### src/rtl/uart_stat_pkg.sv
package uart_stat_pkg;
  localparam int unsigned STAT_W = 32;
  localparam int unsigned BIT_RX_AVAIL = 0;
  localparam int unsigned BIT_TX_FREE  = 1;
  localparam int unsigned BIT_OVR      = 5;
  localparam int unsigned BIT_FRM      = 6;
  localparam int unsigned BIT_PAR      = 7;
  localparam int unsigned BIT_TX_IDLE  = 9;
  localparam int unsigned BIT_CMP      = 15;

  localparam int unsigned NUM_STK = 4;
  localparam int unsigned STK_OVR = 0;
  localparam int unsigned STK_FRM = 1;
  localparam int unsigned STK_PAR = 2;
  localparam int unsigned STK_CMP = 3;

  typedef struct packed {
    logic               rx_avail;
    logic               tx_free;
    logic               tx_idle;
    logic [NUM_STK-1:0] stk;
  } flags_t;

  function automatic logic [STAT_W-1:0] pack_status(flags_t f);
    logic [STAT_W-1:0] w;
    w               = '0;
    w[BIT_RX_AVAIL] = f.rx_avail;
    w[BIT_TX_FREE]  = f.tx_free;
    w[BIT_OVR]      = f.stk[STK_OVR];
    w[BIT_FRM]      = f.stk[STK_FRM];
    w[BIT_PAR]      = f.stk[STK_PAR];
    w[BIT_TX_IDLE]  = f.tx_idle;
    w[BIT_CMP]      = f.stk[STK_CMP];
    return w;
  endfunction
endpackage

### src/rtl/uart_rx_hold.sv
module uart_rx_hold #(
  parameter int unsigned DATA_W = 8
) (
  input  logic              clk_i,
  input  logic              rst_ni,
  input  logic              rx_en_i,
  input  logic              done_i,
  input  logic [DATA_W-1:0] data_i,
  input  logic              rd_i,
  output logic              avail_o,
  output logic              ovr_o,
  output logic [DATA_W-1:0] data_o
);
  logic              avail_q;
  logic [DATA_W-1:0] data_q;
  logic              take;

  assign take = rx_en_i & done_i;
  // lost character: new one lands on an unread one
  assign ovr_o = take & avail_q & ~rd_i;

  always_ff @(posedge clk_i or negedge rst_ni) begin
    if (!rst_ni) begin
      avail_q <= 1'b0;
    end else if (!rx_en_i) begin
      avail_q <= 1'b0;
    end else if (take) begin
      avail_q <= 1'b1;
    end else if (rd_i) begin
      avail_q <= 1'b0;
    end
  end

  always_ff @(posedge clk_i or negedge rst_ni) begin
    if (!rst_ni)   data_q <= '0;
    else if (take) data_q <= data_i;
  end

  assign avail_o = avail_q;
  assign data_o  = data_q;
endmodule

### src/rtl/uart_cmp_match.sv
module uart_cmp_match #(
  parameter int unsigned DATA_W = 8
) (
  input  logic              take_i,
  input  logic [DATA_W-1:0] data_i,
  input  logic [DATA_W-1:0] lo_i,
  input  logic [DATA_W-1:0] hi_i,
  input  logic              par_chk_i,
  input  logic              par_err_i,
  output logic              hit_o
);
  logic in_win;
  logic par_ok;

  assign in_win = (data_i >= lo_i) && (data_i <= hi_i);
  assign par_ok = ~par_chk_i | ~par_err_i;
  assign hit_o  = take_i & in_win & par_ok;
endmodule

### src/rtl/uart_sticky_flags.sv
module uart_sticky_flags #(
  parameter int unsigned N = 4
) (
  input  logic         clk_i,
  input  logic         rst_ni,
  input  logic [N-1:0] set_i,
  input  logic         clr_i,
  output logic [N-1:0] flag_o
);
  for (genvar i = 0; i < N; i++) begin : g_flag
    logic q;
    always_ff @(posedge clk_i or negedge rst_ni) begin
      if (!rst_ni) q <= 1'b0;
      else         q <= set_i[i] | (q & ~clr_i);  // set wins
    end
    assign flag_o[i] = q;
  end
endmodule

### src/rtl/uart_tx_flags.sv
module uart_tx_flags (
  input  logic clk_i,
  input  logic rst_ni,
  input  logic tx_en_i,
  input  logic thr_full_i,
  input  logic tx_busy_i,
  input  logic thr_wr_i,
  output logic free_o,
  output logic idle_o
);
  logic free_q, idle_q, hold_clear;

  // a write blocks both flags until the occupancy level catches up
  assign hold_clear = tx_en_i & ~thr_full_i & ~thr_wr_i;

  always_ff @(posedge clk_i or negedge rst_ni) begin
    if (!rst_ni) begin
      free_q <= 1'b0;
      idle_q <= 1'b0;
    end else begin
      free_q <= hold_clear;
      idle_q <= hold_clear & ~tx_busy_i;
    end
  end

  assign free_o = free_q;
  assign idle_o = idle_q;
endmodule

### src/rtl/uart_status_reg.sv
module uart_status_reg
  import uart_stat_pkg::*;
#(
  parameter int unsigned DATA_W = 8
) (
  input  logic              clk_i,
  input  logic              rst_ni,
  input  logic              rx_en_i,
  input  logic              tx_en_i,
  input  logic              rx_done_i,
  input  logic [DATA_W-1:0] rx_data_i,
  input  logic              rx_frm_err_i,
  input  logic              rx_par_err_i,
  input  logic [DATA_W-1:0] cmp_lo_i,
  input  logic [DATA_W-1:0] cmp_hi_i,
  input  logic              cmp_par_chk_i,
  input  logic              thr_full_i,
  input  logic              tx_busy_i,
  input  logic              rhr_rd_i,
  input  logic              thr_wr_i,
  input  logic              rst_sta_i,
  output logic [31:0]       status_o,
  output logic [DATA_W-1:0] rhr_data_o
);
  flags_t             fl;
  logic               ovr_evt, hit_evt;
  logic [NUM_STK-1:0] stk_set;

  uart_rx_hold #(.DATA_W(DATA_W)) u_rx (
    .clk_i   (clk_i),
    .rst_ni  (rst_ni),
    .rx_en_i (rx_en_i),
    .done_i  (rx_done_i),
    .data_i  (rx_data_i),
    .rd_i    (rhr_rd_i),
    .avail_o (fl.rx_avail),
    .ovr_o   (ovr_evt),
    .data_o  (rhr_data_o)
  );

  uart_cmp_match #(.DATA_W(DATA_W)) u_cmp (
    .take_i    (rx_en_i & rx_done_i),
    .data_i    (rx_data_i),
    .lo_i      (cmp_lo_i),
    .hi_i      (cmp_hi_i),
    .par_chk_i (cmp_par_chk_i),
    .par_err_i (rx_par_err_i),
    .hit_o     (hit_evt)
  );

  always_comb begin
    stk_set          = '0;
    stk_set[STK_OVR] = ovr_evt;
    stk_set[STK_FRM] = rx_en_i & rx_frm_err_i;
    stk_set[STK_PAR] = rx_en_i & rx_par_err_i;
    stk_set[STK_CMP] = hit_evt;
  end

  uart_sticky_flags #(.N(NUM_STK)) u_stk (
    .clk_i  (clk_i),
    .rst_ni (rst_ni),
    .set_i  (stk_set),
    .clr_i  (rst_sta_i),
    .flag_o (fl.stk)
  );

  uart_tx_flags u_tx (
    .clk_i      (clk_i),
    .rst_ni     (rst_ni),
    .tx_en_i    (tx_en_i),
    .thr_full_i (thr_full_i),
    .tx_busy_i  (tx_busy_i),
    .thr_wr_i   (thr_wr_i),
    .free_o     (fl.tx_free),
    .idle_o     (fl.tx_idle)
  );

  assign status_o = pack_status(fl);
endmodule

### config.mk
export PLATFORM = sky130hd
export DESIGN_NAME = uart_status_reg
export DESIGN_NICKNAME = d
export VERILOG_FILES = /design/src/rtl/uart_stat_pkg.sv /design/src/rtl/uart_rx_hold.sv /design/src/rtl/uart_cmp_match.sv /design/src/rtl/uart_sticky_flags.sv /design/src/rtl/uart_tx_flags.sv /design/src/rtl/uart_status_reg.sv
export SDC_FILE = /design/constraint.sdc
export NUM_CORES = 1
export LEC_CHECK = 0
export CAP_MARGIN = 10
export CELL_PAD_IN_SITES_DETAIL_PLACEMENT = 0
export CELL_PAD_IN_SITES_GLOBAL_PLACEMENT = 1
export CORE_MARGIN = 1.5
export CORE_UTILIZATION = 30
export CTS_CLUSTER_SIZE = 16
export DETAILED_ROUTE_END_ITERATION = 10
export DONT_BUFFER_PORTS = 1
export MAX_ROUTING_LAYER = met4
export PLACE_DENSITY = 0.66
export SKIP_LAST_GASP = 1
export SLEW_MARGIN = 20
export SYNTH_ARGS = -nofsm -noshare
export SYNTH_HDL_FRONTEND = slang
export SYNTH_HIERARCHICAL = 1
export SYNTH_SLANG_ARGS = --single-unit
### constraint.sdc
create_clock -name clk_i -period 2.6 [get_ports clk_i]
set_input_delay 0.52 -clock clk_i [delete_from_list [all_inputs] [get_ports clk_i]]
set_output_delay 0.52 -clock clk_i [all_outputs]
set_load 0.01 [all_outputs]
==> results.cfg <==
[outcome]
outcome = finished, final reports clean

[logic_synthesis]
synthTopCellsByCount = buf_4, ha_1, dfrtp_1, inv_1, mux2_2
yosysWarnings = 6
yosys-top-cells-area = dfrtp_1, buf_4, ha_1
synth_area_um2 = 1211
synthArstFlopShare_pct = 100.0
synth_edf_count = 0
post_synth.cell_area_avg_um2 = 9.847
synth_top_area_share_pct = 30.99
ys.flop_type = dfrtp_1
ys_seq_area_share_pct = 30.99
synth_top_area_cell = dfrtp_1
synthMostInstantiatedCell = buf_4
synth_cells = 123
synth_cell_type_count = 26
ys_ff_latch = 15

[timing]
hold_viol = 0
fin_crit_sh_pct = 61.67
hold_slack_ps = 338.2
relSlewSlack_pct = 50.98
fmaxAchievable_mhz = 623.7
setup_tns_ps = 0
slew_violations = 0
setup_violations = 0
max_slew.worst_pin.slew_ps = 733.0
period_minus_slack_ps = 1603
clock_skew_ps = 4.291
rsz0062_at_grt = no

[clock_network]
cts.sinks = 15
cts_made_buffers = 3
cts_root_buf = clkbuf_8
clock_latency_ps = 240
cts_tree = built
htree_levels = 1
clk_pin_slew_worst_paths_ps = 60
cts_resized = 0
clock_path_buffers = 2

[floorplan]
die_h_um = 66.54
core_um2 = 3771
initial_utilization_pct = 32.12
pin_count = 77
die_w_um = 66.54
num_rows = 22
die_area_um2 = 4428

[worst_hold_path]
hold_class = primary input to flip-flop

[global_route]
grt_pass1_wl_um = 3615
grt_pass1_vias = 775
grt_max_degree = 16
grt_usage_pct = 11.26
overflow = 0
antenna_found_initial = 0

[setup_path]
path_class = primary input to flip-flop
worstPathMaxFanout = 2
max_stage_delay_ps = 370
crit_required_ps = 2740
path_cells = inv_1 -> ha_1 -> nand2b_4 -> a2111oi_2 -> o31a_1 -> nor4_2 -> a21o_1
critPathLaunchType = primary input
endpoint_kind = flip-flop
cp_data_arrival_time_ps = 1740
slowest_stage = a2111oi_2
reg2reg_slack_ps = 1590

[detailed_routing]
vias_per_cell = 4.322
drt_iter0_markers = 10
highest_layer = met4
vias = 739
drtPass1Iterations = 4
route.detailed.drc = 0
wl_met2_um = 1220
routed-wl-met3_um = 187
wl_met1_um = 862
wirelength_um = 2289
ant_nets = 0
wl_per_cell_um = 13.39

[finish]
drive_gt1_share_pct = 14.63
syn_to_final_growth_pct = -1.033
antenna_cells = 0
stdcell_count = 171
layout.nets = 177
n_fill_cell = 405

[place]
dp.cells = 166
place.port_buffers = 0
gp_congestion = 0.7119
dp_hpwl_um = 2032

[power]
vdd_drop_max_mv = 0.3499
leakage_nw = 0.6400
finalPower_mw = 0.5867
p_per_area_nw_per_um2 = 489.5

[job]
max_cap_violations = 0
## layout by cell type (no fill, tap or decap)
master,Yosys,final
o21a_1,4,4
nor2b_1,2,2
clkbuf_1,0,1
a21o_1,4,4
dfrtp_1,15,15
nor3b_1,1,1
ha_1,16,16
dlygate4sd3_1,0,1
nand4_1,3,3
inv_1,15,15
nand2_1,4,4
o211ai_1,1,1
nand2b_4,1,1
nor2_1,1,1
and3_2,1,1
a2111oi_2,1,1
nand2_2,1,1
clkbuf_8,0,3
a21oi_1,6,6
o31a_1,1,1
nor4_2,1,1
o21ai_0,1,1
mux2_2,8,8
nor4b_2,1,1
conb_1,1,25
and2_1,3,3
nand2b_1,1,1
inv_2,1,1
## metrics by stage
step                worst slack, ps  area (um2)  util (%)
finish                        996.7        1199     31.79
global route                  914.9        1199     31.79
CTS                           981.3        1199     31.79
detailed placement            717.6        1144     30.33
global placement              777.2        1144     30.33
floorplan                     832.8        1301         -
## where the power goes
group / switching [mW] / internal, mW / total, mW / leakage (nW)
registers: 0.0292 / 0.259 / 0.288 / 0.185
clock network: 0.0756 / 0.108 / 0.184 / 0.0228
logic: 0.0620 / 0.0531 / 0.115 / 0.432
total: 0.167 / 0.420 / 0.587 / 0.640
## layout make-up
class                      count  area [um2]  share of cell area (%)
tap                           48       60.06                   5.010
multi-input combinational     87       648.1                   54.07
inverter                      16       60.06                   5.010
timing repair buffer           1       10.01                  0.8351
clock buffer                   4       45.04                   3.758
sequential                    15       375.4                   31.32
## final timing paths
check                                   from           endpoint  cells past startpoint
max                             rx_data_i[0]  u_stk/g_flag[3].q                      7
min                                tx_busy_i        u_tx/idle_o                      1
max reg2reg                     u_rx/avail_o  u_stk/g_flag[0].q                      3
min reg2reg                u_stk/g_flag[1].q  u_stk/g_flag[1].q                      1
max in group asynchronous             rst_ni     u_rx/data_o[1]                      1
min in group asynchronous             rst_ni  u_stk/g_flag[0].q                      1
## critical path: cells and delay by family
kind / cells / cell delay (ps)
AO/OA/AOI/OAI: 3 / 720
adder cells (fa/ha/maj): 1 / 290
buffers and inverters: 1 / 40
AND/OR/NAND/NOR: 2 / 180
## cell families after synthesis
family,synth area share (%)
other,0.3096
DFF,30.99
muxes,7.438
buffers and inverters,22.93
AOI/OAI and AO/OA,10.43
adders and majority gates,16.53
and+or+nand+nor,11.36
## repair_timing
| item | CTS | global route |
|---|---|---|
| endpoints found under the hold margin | 15 | 0 |
| hold buffers | 1 | 0 |
| buffers inserted | 0 | 0 |
## metal layers
| metal | track usage (%) | up-vias |
|---|---|---|
| li1 | - | 360 |
| met4 | 2.296 | 0 |
| met3 | 3.716 | 2 |
| met2 | 19.88 | 38 |
| met5 | - | - |
| met1 | 12.38 | 339 |
## sequential cells by signal (all words and copies together), names as in the netlist
name            cells
u_rx/avail_o        1
u_rx/data_o         8
u_stk/g_flag.q      4
u_tx/free_o         1
u_tx/idle_o         1
(Power assumes the default switching activity.)
